## src/rtl/alarm_mon_pkg.sv

```systemverilog
package alarm_mon_pkg;

    // Per-source fault flag state
    typedef enum logic {
        S_CLEAR = 1'b0,
        S_FAULT = 1'b1
    } flag_state_e;

    // Window release margin in LSBs for a given code
    function automatic int unsigned margin_lsbs(input logic [1:0] code, input int unsigned unit);
        case (code)
            2'd0:    return 0;
            2'd1:    return unit;
            2'd2:    return 2 * unit;
            default: return 4 * unit;
        endcase
    endfunction

endpackage

```

## src/rtl/sample_route.sv

```systemverilog
module sample_route #(
    parameter int NUM_CH = 2,
    parameter int CH_W   = 1,
    localparam int NSRC  = 2 * NUM_CH
) (
    input  logic              clk,
    input  logic              rst_n,
    input  logic              valid,
    input  logic [CH_W-1:0]   chan,
    input  logic              kind,
    output logic [NSRC-1:0]   hit
);

    // Source i takes channel i/2 and kind i%2
    for (genvar i = 0; i < NSRC; i++) begin : g_hit
        assign hit[i] = valid && (chan == CH_W'(i / 2)) && (kind == 1'(i % 2));
    end

    // at most one source is addressed per cycle
    assert_onehot_hit_R1: assert property (@(posedge clk) disable iff (!rst_n)
        $onehot0(hit));

    // no strobe means no source is addressed
    assert_no_strobe_R1: assert property (@(posedge clk) disable iff (!rst_n)
        !valid |-> (hit == '0));

endmodule

```

## src/rtl/src_flag_fsm.sv

```systemverilog
module src_flag_fsm
    import alarm_mon_pkg::*;
#(
    parameter int DATA_W = 12,
    localparam int EW    = DATA_W + 2
) (
    input  logic              clk,
    input  logic              rst_n,
    input  logic              en,
    input  logic              hit,
    input  logic              win,
    input  logic [EW-1:0]     margin,
    input  logic [DATA_W-1:0] value,
    input  logic [DATA_W-1:0] hi,
    input  logic [DATA_W-1:0] lo,
    output logic              fault,
    output logic              oob
);

    flag_state_e st, st_nxt;

    logic [EW-1:0] v_e, hi_e, lo_e;
    logic          above, below, in_band, release_ok;

    assign v_e  = EW'(value);
    assign hi_e = EW'(hi);
    assign lo_e = EW'(lo);

    // Comparisons
    always_comb begin
        above      = v_e > hi_e;
        below      = v_e < lo_e;
        in_band    = (v_e >= lo_e + margin) && (v_e + margin <= hi_e);
        oob        = win ? (above || below) : above;
        release_ok = win ? in_band : below;
    end

    // Next-state: SET, RELEASE, HOLD, DISABLE
    always_comb begin
        st_nxt = st;
        unique case (st)
            S_CLEAR: begin
                if (!en)
                    st_nxt = S_CLEAR;
                else if (hit && oob)
                    st_nxt = S_FAULT;
            end
            S_FAULT: begin
                if (!en)
                    st_nxt = S_CLEAR;
                else if (hit && release_ok)
                    st_nxt = S_CLEAR;
            end
        endcase
    end

    // State register
    always_ff @(posedge clk) begin
        if (!rst_n)
            st <= S_CLEAR;
        else
            st <= st_nxt;
    end

    // Output process
    always_comb begin
        fault = (st == S_FAULT);
    end

    // value at or below high limit never sets in hysteresis style
    assert_hyst_no_set_R2: assert property (@(posedge clk) disable iff (!rst_n)
        (en && hit && !win && st == S_CLEAR && value <= hi) |=> (st == S_CLEAR));

    // value at or above low limit keeps a set flag in hysteresis style
    assert_hyst_hold_R3: assert property (@(posedge clk) disable iff (!rst_n)
        (en && hit && !win && st == S_FAULT && value >= lo) |=> (st == S_FAULT));

    // out-of-range sample in window style leaves the flag set
    assert_win_out_set_R4: assert property (@(posedge clk) disable iff (!rst_n)
        (en && hit && win && (value < lo || value > hi)) |=> (st == S_FAULT));

    // disabled source is clear on the next cycle
    assert_disabled_clear_R6: assert property (@(posedge clk) disable iff (!rst_n)
        !en |=> (st == S_CLEAR));

    // without a matching sample an enabled flag holds
    assert_no_hit_hold_R1: assert property (@(posedge clk) disable iff (!rst_n)
        (en && !hit) |=> $stable(st));

endmodule

```

## src/rtl/alarm_merge.sv

```systemverilog
module alarm_merge #(
    parameter int NUM_CH = 2,
    localparam int NSRC  = 2 * NUM_CH
) (
    input  logic              clk,
    input  logic              rst_n,
    input  logic [NSRC-1:0]   flags,
    input  logic [NSRC-1:0]   en,
    input  logic [NSRC-1:0]   hit,
    input  logic [NSRC-1:0]   oob,
    input  logic              alarm_direct,
    output logic [NUM_CH-1:0] safe,
    output logic              alarm
);

    logic [NSRC-1:0]   masked;
    logic [NUM_CH-1:0] safe_nxt;
    logic              live_hit, live_raw, last_cmp, alarm_nxt;

    assign masked   = flags & en;
    assign live_hit = |(hit & en);
    assign live_raw = |(hit & en & oob);

    for (genvar c = 0; c < NUM_CH; c++) begin : g_ch
        assign safe_nxt[c] = |masked[2*c +: 2];

        // a channel with no enabled flags drops its safe output
        assert_safe_quiet_R7: assert property (@(posedge clk) disable iff (!rst_n)
            (masked[2*c +: 2] == 2'b00) |=> !safe[c]);
    end

    assign alarm_nxt = alarm_direct ? last_cmp : (|masked);

    // Latest raw comparison from an enabled source
    always_ff @(posedge clk) begin
        if (!rst_n)
            last_cmp <= 1'b0;
        else if (live_hit)
            last_cmp <= live_raw;
    end

    // Output registers
    always_ff @(posedge clk) begin
        if (!rst_n) begin
            safe  <= '0;
            alarm <= 1'b0;
        end else begin
            safe  <= safe_nxt;
            alarm <= alarm_nxt;
        end
    end

    // safe outputs follow only the flags, never the alarm option
    assert_safe_cmp_indep_R9: assert property (@(posedge clk) disable iff (!rst_n)
        $stable(masked) |=> $stable(safe));

    // latched alarm is low when no enabled flag is set
    assert_latched_quiet_R8: assert property (@(posedge clk) disable iff (!rst_n)
        (!alarm_direct && masked == '0) |=> !alarm);

    // latched alarm is high when any enabled flag is set
    assert_latched_any_R8: assert property (@(posedge clk) disable iff (!rst_n)
        (!alarm_direct && masked != '0) |=> alarm);

endmodule

```

## src/rtl/dual_alarm_monitor.sv

```systemverilog
module dual_alarm_monitor
    import alarm_mon_pkg::*;
#(
    parameter int DATA_W    = 12,
    parameter int NUM_CH    = 2,
    parameter int HYST_UNIT = 4,
    localparam int NSRC     = 2 * NUM_CH,
    localparam int CH_W     = (NUM_CH > 1) ? $clog2(NUM_CH) : 1
) (
    input  logic                   clk,
    input  logic                   rst_n,
    input  logic                   smp_valid,
    input  logic [CH_W-1:0]        smp_chan,
    input  logic                   smp_kind,
    input  logic [DATA_W-1:0]      smp_value,
    input  logic [NSRC*DATA_W-1:0] thr_hi,
    input  logic [NSRC*DATA_W-1:0] thr_lo,
    input  logic [NSRC-1:0]        src_en,
    input  logic [NSRC-1:0]        src_win,
    input  logic [1:0]             hyst_sel,
    input  logic                   alarm_direct,
    output logic [NUM_CH-1:0]      safe,
    output logic                   alarm
);

    localparam int EW = DATA_W + 2;

    logic [NSRC-1:0] hit, flags, oob;
    logic [EW-1:0]   margin;

    assign margin = EW'(margin_lsbs(hyst_sel, HYST_UNIT));

    sample_route #(
        .NUM_CH (NUM_CH),
        .CH_W   (CH_W)
    ) u_route (
        .clk   (clk),
        .rst_n (rst_n),
        .valid (smp_valid),
        .chan  (smp_chan),
        .kind  (smp_kind),
        .hit   (hit)
    );

    for (genvar i = 0; i < NSRC; i++) begin : g_src
        src_flag_fsm #(
            .DATA_W (DATA_W)
        ) u_fsm (
            .clk    (clk),
            .rst_n  (rst_n),
            .en     (src_en[i]),
            .hit    (hit[i]),
            .win    (src_win[i]),
            .margin (margin),
            .value  (smp_value),
            .hi     (thr_hi[i*DATA_W +: DATA_W]),
            .lo     (thr_lo[i*DATA_W +: DATA_W]),
            .fault  (flags[i]),
            .oob    (oob[i])
        );
    end

    alarm_merge #(
        .NUM_CH (NUM_CH)
    ) u_merge (
        .clk          (clk),
        .rst_n        (rst_n),
        .flags        (flags),
        .en           (src_en),
        .hit          (hit),
        .oob          (oob),
        .alarm_direct (alarm_direct),
        .safe         (safe),
        .alarm        (alarm)
    );

    // outputs are quiet in the cycle after reset
    assert_reset_quiet_R10: assert property (@(posedge clk)
        !rst_n |=> (safe == '0 && !alarm));

endmodule

```

## config.mk

```make
export PLATFORM = sky130hd
export DESIGN_NAME = dual_alarm_monitor
export DESIGN_NICKNAME = d
export VERILOG_FILES = /design/src/rtl/alarm_mon_pkg.sv /design/src/rtl/sample_route.sv /design/src/rtl/src_flag_fsm.sv /design/src/rtl/alarm_merge.sv /design/src/rtl/dual_alarm_monitor.sv
export SDC_FILE = /design/constraint.sdc
export NUM_CORES = 1
export LEC_CHECK = 0
export BUFFER_PORTS_ARGS = -buffer_cell sky130_fd_sc_hd__buf_2
export CAP_MARGIN = 20
export CORE_AREA = 2 2 131 133
export DETAILED_ROUTE_END_ITERATION = 10
export DIE_AREA = 0 0 133 135
export PLACE_DENSITY = 0.62
export SYNTH_ARGS = -nofsm -noshare
export SYNTH_HDL_FRONTEND = slang
export SYNTH_SLANG_ARGS = --single-unit
```

## constraint.sdc

```tcl
create_clock -name clk -period 9 [get_ports clk]
set_input_delay 1.35 -clock clk [delete_from_list [all_inputs] [get_ports clk]]
set_output_delay 1.35 -clock clk [all_outputs]
set_load 0.005 [all_outputs]
```

# Yosys cells after proc, flatten, opt, wreduce, memory -nomap -nowiden
# Cells that the tools add are included.
[totals]
mem_count = 0
mem_bits_rw = 0
ff_bits = 8
wordCells = 97
in_bits = 124
output_inout_bits = 3
latchBits = 0
mem_bits_ro = 0
[classes]
n_shift = 0
reduce_logical = 28
eq_ne = 2
div_mod_pow = 0
n_bitwise = 9
mux = 30
mul = 0
addsub = 5
magnitude_cmp = 16
[ops]
columns = ["operator", "count"]
rows = [
  ["12-bit by 5-bit adder with 13-bit output", 5],
  ["12-bit by 14-bit greater-or-equal comparator with 1-bit output", 4],
  ["14-bit by 12-bit less-or-equal comparator with 1-bit output", 4],
  ["12-bit greater-than comparator", 4],
  ["12-bit less-than comparator", 4],
  ["1-bit 2-to-1 mux", 25],
  ["1-bit logical AND", 18],
  ["5-bit one-hot mux with 3 select lines", 1],
  ["4-bit AND", 3],
  ["4-bit OR reduction", 3],
  ["1-bit one-hot mux with 2 select lines", 4],
  ["1-bit NOT", 6],
  ["1-bit logical OR", 4],
  ["2-bit OR reduction", 2],
  ["2-bit by 1-bit == test with 1-bit output (second input constant)", 1],
  ["2-bit == test (second input constant)", 1],
  ["2-bit logical NOT", 1],
]

# Longest topological paths before layout
# Gate-level depths: netlist (run 1).
[depth]
word_depth = 10
ltp_mapped = 18

# Hierarchy
# A second synthesis (run 1) with hierarchy kept.
[hier_totals]
hier_cells = 1195
area_unflattened_um2 = 9335.2
[by_module_without_submodules]
columns = ["module", "n_inst", "cells_each", "seq_area_each_um2", "area_each_um2"]
rows = [
  ["src_flag_fsm at g_src[2].u_fsm ...", 2, 293, 20.0, 2294.7],
  ["src_flag_fsm at g_src[1].u_fsm", 1, 294, 20.0, 2255.9],
  ["src_flag_fsm at g_src[0].u_fsm", 1, 286, 20.0, 2239.6],
  ["alarm_merge", 1, 21, 80.1, 186.4],
  ["sample_route", 1, 4, 0.0, 37.5],
  ["dual_alarm_monitor", 1, 4, 0.0, 26.3],
]

# Worst setup path before layout (run 1)
# No wires, ideal clock.
[synth_timing]
path_kind = "input port to flip-flop"
start = "in hyst_sel[1]"
end = "reg g_src[3].u_fsm.st"
path_buffers = 2
setup_time_ns = 0.128
arrival_ns = 4.404
slack_ns = 4.468
required_ns = 8.872
stages = 16
cell_sequence = "buf_2 clkbuf_1 nor2_1 ha_1 ha_1 o21ai_1 a211oi_2 nand3_1 xnor2_1 ha_1 nand4_1 nor3_1 o221ai_1 a311o_2 a211oi_1 a211oi_2"
[synth_via]
elab_chain_cells = 10
word_cells_on_any_way = 14
cone_classes = "2 x add/sub; 2 x order compare; 2 x eq/ne; 5 x mux; 3 x reduce/logical"
[synth_lines]
columns = ["item", "line_no", "source"]
rows = [
  ["start, declared", "dual_alarm_monitor.sv:20", "input logic [1:0] hyst_sel,"],
  ["2-bit == test (tied with other cells)", "alarm_mon_pkg.sv:11", "case (code)"],
  ["5-bit one-hot mux with 3 select lines *", "alarm_mon_pkg.sv:11", ""],
  ["12-bit by 5-bit adder with 13-bit output", "src_flag_fsm.sv:33", "in_band = (v_e >= lo_e + margin) && (v_e + margin <= hi_e);"],
  ["12-bit by 14-bit greater-or-equal comparator with 1-bit output or 14-bit by 12-bit less-or-equal comparator with 1-bit output (tied branches)", "src_flag_fsm.sv:33", ""],
  ["1-bit logical AND *", "src_flag_fsm.sv:33", ""],
  ["1-bit 2-to-1 mux *", "src_flag_fsm.sv:35", "release_ok = win ? in_band : below;"],
  ["1-bit logical AND *", "src_flag_fsm.sv:51", "else if (hit && release_ok)"],
  ["1-bit 2-to-1 mux *", "src_flag_fsm.sv:51", ""],
  ["1-bit 2-to-1 mux *", "src_flag_fsm.sv:49", "if (!en)"],
  ["1-bit one-hot mux with 2 select lines *", "src_flag_fsm.sv:41", "unique case (st)"],
  ["end signal, assigned", "src_flag_fsm.sv:62", "st <= st_nxt;"],
  ["end, declared", "src_flag_fsm.sv:20", "flag_state_e st, st_nxt;"],
]
# Mark *: on every way between the ends. The rest lies on a longest branch, timed or not.
# A chain may end at the register's enable or synchronous reset.

# Worst setup path after layout (run 1)
[layout_timing]
start = "in hyst_sel[0]"
end = "reg g_src[3].u_fsm.st"
# Same word-level chain as after synthesis.

==> results.yml, run 1 <==
die:
  core_area_sq_um: 16400
  io_pins: 127
  die_h_um: 135
  rows: 47
  start_util_pct: 34.8
  die_w_um: 133
  die-area_sq_um: 18000
clock_tree:
  clock_latency_ns: 0.24
  cts.path.max_buffers: 2
  cts_inserted_buffers: 3
  ctsResizeCount: 0
  cts.clk_slew.worst_paths_ns: 0.04
  cts_tree: "done"
  clkSinkCount: 8
  post_cts_buffers: 0
  clockRootBuffer: "clkbuf_16"
  cts_hold_buf: 0
  cts_max_level: 1
synth:
  syn_area_sq_um: 5710
  ys_seq_area_share_pct: 2.80
  ys_ff_latch: 8
  syn_avg_cell_area_sq_um: 7.51
  ys_types: 58
  syn_nets: 1071
  synth_edf_count: 0
  synthTopCellsByCount: "186 x ha_1, 104 x inv_1, 68 x a21oi_1, 42 x nand2_1, 41 x xnor2_1"
  synth_most_common_cell: "ha_1"
  synth_top_cell_area_share_pct: 40.7
  async_flop_share_pct: 0
  yosysWarnings: 0
  yosys.area.top_type: "ha_1"
  synth_ff_type: "dfxtp_1"
  synth_area_leaders: "ha_1 41%, inv_1 6.8%, xnor2_1 6.3%, a21oi_1 6.0%, nand4_1 3.3%"
  netlist_instances: 761
timing:
  finalClockSkew_ns: 0.00734
  timing_hold_violations_final: 0
  max_freq_ghz: 0.194
  slew_violations: 0
  grt_setup_unrepaired: "false"
  slew_headroom_pct: 40.9
  tightest_slew_ns: 0.884
  finalCriticalPeriod_ns: 5.15
  tns_ns: 0
  fin_crit_sh_pct: 57.3
  setup_viol: 0
setup_path:
  worstPathCellList: "buf_2 > inv_1 > nor2_1 > ha_1 > a21oi_1 > o21ai_1 > a32oi_1 > nand3b_1 > nor2_1 > and3_1 > xor2_1 > ha_1 > nand4_1 > nor3_1 > o221ai_1 > a311o_2 > a211oi_1 > a211oi_2"
  critPathMaxFanout: 17
  arrival_ns: 5.27
  startpoint_type: "primary input"
  critPathKind: "primary input to register"
  crit_path_end_kind: "register"
  path_delay_family: "simple AND/OR/NAND/NOR gates"
  cpPeakStageDelay_ns: 0.45
  r2r_slack_ns: 7.54
  worstPathRequired_ns: 9.12
  path_buf_inv: 2
  reg2reg_depth: 5
  slowest_stage: "nor2_1"
  reg2reg_to: "g_src[3].u_fsm.fault"
  r2r_start: "g_src[3].u_fsm.fault"
placement:
  numPortBuffers: 126
  placed_cells: 1104
  place_congestion: 0.903
  dp_hpwl_um: 15300
power_and_ir_drop:
  power.total_uw: 429
  peakVddDrop_v: 0.0000506
  leakagePower_uw: 0.00347
  pwr_density_cell_nw_per_um2: 64.2
global_routing:
  grt_usage_pct: 20.6
  grt_overflow: 0
  antenna_found_initial: 0
  grt_pass1_wl_um: 29300
  first_global_vias: 5743
  grt_max_degree: 20
routing:
  wl_per_cell_um: 16.9
  vias: 5984
  drcViolationCount: 0
  ant_nets: 0
  vias_per_cell: 5.41
  drt_first_pass_iters: 5
  drt_wl_total_um: 18700
  dr.first_iter.drc_count: 276
finish:
  area_growth_pct: 16.9
  fin_util_pct: 40.7
  fin_nets: 1199
  insertedDiodeCount: 0
  n_fill_cell: 1739
  drive_above_1_share_pct: 15.8
  final_cells: 1107
min_path:
  worstHoldStart: "u_merge.last_cmp"
  min_to: "u_merge.alarm"
  hold_class: "register to register"
  hold_path_depth: 2
flow_run:
  drv_cap: 0
outcome:
  status: "finished clean"
metrics by stage:
step	hold WS, ns	setup slack, ns	cell area [sq um]
global placement	0.552	3.78	6610
finish	0.573	3.85	6680
CTS	0.573	3.85	6680
floorplan	0.509	4.47	5710
detailed placement	0.564	3.63	6610
global route	0.628	3.50	6680
cell type report:
class	instances	area [sq um]	share of cell area (%)
Timing Repair Buffer	126	631	9.44
Inverter	105	394	5.90
Multi-Input combinational cell	645	5150	77.0
Clock buffer	3	75.1	1.12
Tap cell	220	275	4.12
Sequential cell	8	160	2.40
layout by cell type (no fill, tap or decap), drive strengths merged, types with 29 or more instances in the layout:
master / instances
nand3: 29
nand4: 30
o21ai: 47
buf: 126
ha: 186
nand2: 43
a21oi: 68
xnor2: 41
inv: 105
nor2: 34
registers in the layout, indices dropped and copies added, names as in the netlist:
name	flops
u_merge.last_cmp	1
u_merge.safe	2
u_merge.alarm	1
g_src.u_fsm.fault	4
worst reg2reg max path, cell delays in order, from the launching register on:
cell and delay [ns]:
dfxtp_1 0.40, and3_1 0.19, o221ai_1 0.12, a311o_2 0.32, a211oi_1 0.23, a211oi_2 0.07
worst max-delay path by stage:
stage	depth (start not counted)	startpoint	end	slack (ns)
2_1_floorplan	16	hyst_sel[1]	g_src[3].u_fsm.fault	4.47
3_3_place_gp	17	hyst_sel[0]	g_src[3].u_fsm.fault	3.78
3_5_place_dp	17	hyst_sel[0]	g_src[3].u_fsm.fault	3.63
4_1_cts	17	hyst_sel[0]	g_src[3].u_fsm.fault	3.85
5_1_grt	16	hyst_sel[0]	g_src[3].u_fsm.fault	3.50
6_report	18	hyst_sel[0]	g_src[3].u_fsm.fault	3.85
routing by layer:
metal,wire [um],track usage (%),up-vias
met2,8700,36.9,172
met1,8530,26.8,2716
li1,-,-,3068
met4,400,4.48,0
met3,1070,2.14,28
met5,0,0,-
report_power, final:
group	switching, uW	internal (uW)	total, uW
Sequential	0.956	36.9	37.8
Combinational	182	133	314
Clock	19.4	57.5	76.9
logic make-up (layout without fill, tap and decap cells):
family,Yosys count,count (layout),synth area share (%)
XOR/XNOR,45,45,6.90
adder cells (fa/ha/maj),186,186,40.7
AND/OR/NAND/NOR,200,200,18.2
AO/OA/AOI/OAI,214,214,24.3
flip-flops,8,8,2.80
buffers and inverters,108,234,7.14
Note: power is estimated with default switching activity, not from simulation.
==> inputs of run 2 (changes only) <==
- clock period: 9 -> 5.1 ns (I/O delays scaled with it)
==> run 2 against run 1 <==
Net effect:
- critical path depth fell by 1
- clock power rose by 78%
- routed wire length is 0.74% higher
- sequential power is 76% higher
- register-to-register slack got worse by 3.9 ns
- first-iteration DRC count grew 32%
- global-route usage is essentially flat
- critical path type unchanged
- critical endpoint unchanged
- largest cell class unchanged
==> results.yml, run 2 (same netlist as run 1, synthesis figures left out) <==
outcome:
  status: "finished clean"
min_path:
  hold_class: "register to register"
die:
  die_w_um: 133
  die_h_um: 135
  start_util_pct: 34.8
  io_pins: 127
  die-area_sq_um: 18000
  core_area_sq_um: 16400
  rows: 47
clock_tree:
  clkSinkCount: 8
  cts_max_level: 1
  ctsResizeCount: 0
  clock_latency_ns: 0.24
  clockRootBuffer: "clkbuf_16"
  post_cts_buffers: 0
  cts_hold_buf: 0
  cts.clk_slew.worst_paths_ns: 0.04
  cts_inserted_buffers: 3
  cts.path.max_buffers: 2
  cts_tree: "done"
routing:
  drt_first_pass_iters: 5
  wl_per_cell_um: 16.9
  dr.first_iter.drc_count: 365
  vias_per_cell: 5.42
  vias: 6037
  drcViolationCount: 0
  drt_wl_total_um: 18800
  ant_nets: 0
setup_path:
  startpoint_type: "primary input"
  reg2reg_depth: 5
  reg2reg_to: "g_src[3].u_fsm.fault"
  critPathKind: "primary input to register"
  crit_path_end_kind: "register"
  r2r_slack_ns: 3.69
  critPathMaxFanout: 17
  worstPathRequired_ns: 5.22
  critPathLaunch: "hyst_sel[0]"
  arrival_ns: 4.32
  crit_path_end: "g_src[3].u_fsm.fault"
  r2r_start: "g_src[3].u_fsm.fault"
timing:
  grt_setup_unrepaired: "false"
  timing_hold_violations_final: 0
  timing.hold.ws_ns: 0.559
  max_freq_ghz: 0.238
  slew_headroom_pct: 35.1
  finalClockSkew_ns: 0.00596
  finalCriticalPeriod_ns: 4.20
  tightest_slew_ns: 0.971
  fin_crit_sh_pct: 82.4
  setup_viol: 0
  slew_violations: 0
  tns_ns: 0
global_routing:
  grt_usage_pct: 20.6
  first_global_vias: 5664
  grt_overflow: 0
  antenna_found_initial: 0
  grt_max_degree: 19
  grt_pass1_wl_um: 29200
power_and_ir_drop:
  pwr_density_cell_nw_per_um2: 113
  leakagePower_uw: 0.00350
  peakVddDrop_v: 0.000121
finish:
  area_growth_pct: 17.8
  insertedDiodeCount: 0
  mostFrequentLayoutCells: "186 x ha_1, 126 x buf_2, 104 x inv_1, 68 x a21oi_1, 42 x nand2_1"
  drive_above_1_share_pct: 16.4
  largest_reg_flops: 4
  layout_commonest_cell: "ha_1"
  fin_nets: 1206
placement:
  place_congestion: 0.913
  dp_hpwl_um: 15700
  numPortBuffers: 126
flow_run:
  drv_cap: 0
run 2: cell count changes in the layout (fill, tap and decap cells not counted):
| cell | change |
|---|---|
| buf_4 | +7 |
run 2: final cells by class:
| cell class | instances | area [sq um] |
|---|---|---|
| Tap cell | 220 | 275 |
| Fill cell | 1752 | 9670 |
| Clock buffer | 3 | 75.1 |
| Multi-Input combinational cell | 645 | 5150 |
| Timing Repair Buffer | 133 | 683 |
| Sequential cell | 8 | 160 |
| Inverter | 105 | 394 |
run 2: layer usage:
layer / up-vias / share of wire [%] / wire length, um / GRT usage, %
li1: 3087 / - / - / -
met1: 2751 / 46 / 8760 / 27.8
met5: - / 0 / 0 / 0
met4: 0 / 0.98 / 185 / 3.46
met2: 186 / 46 / 8760 / 36.1
met3: 13 / 6.1 / 1140 / 2.14
run 2: worst min path at each step:
stage,startpoint,to,slack (ns),cells after the start
CTS,u_merge.last_cmp,u_merge.last_cmp,0.56,2
finish,u_merge.last_cmp,u_merge.last_cmp,0.56,2
global route,u_merge.last_cmp,u_merge.last_cmp,0.59,2
detailed placement,u_merge.last_cmp,u_merge.alarm,0.55,2
global placement,u_merge.last_cmp,u_merge.alarm,0.55,2
floorplan,u_merge.last_cmp,u_merge.alarm,0.51,2
run 2: critical path, stage by stage:
cell and delay [ns]:
buf_2 0.26, inv_1 0.16, nand2_1 0.24, xnor2_1 0.16
ha_1 0.25, a21oi_1 0.10, a211oi_2 0.35, nand2_2 0.12
nor2_1 0.16, xor2_1 0.41, ha_1 0.20, nand4_1 0.09
nor3_1 0.24, o221ai_1 0.15, a311o_2 0.32, a211oi_1 0.24
a211oi_2 0.07
run 2: per-stage QoR:
step | worst slack (ns) | utilization, % | instance area [sq um] | power, uW | instances
3_3_place_gp | 0.805 | 40.6 | 6660 | 619 | 1111
3_5_place_dp | 0.701 | 40.6 | 6660 | 625 | 1111
6_report | 0.897 | 41.0 | 6730 | 764 | 1114
5_1_grt | 0.432 | 41.0 | 6730 | 846 | 1114
4_1_cts | 0.933 | 41.0 | 6730 | 765 | 1114
2_1_floorplan | 1.15 | - | 5710 | 419 | 761
run 2: report_power, final:
| part | leakage (uW) | switching, uW | internal, uW |
|---|---|---|---|
| registers | 0.0000650 | 1.46 | 65.0 |
| logic | 0.00340 | 321 | 239 |
| clock network | 0.0000370 | 35.8 | 102 |
| total | 0.00350 | 359 | 406 |
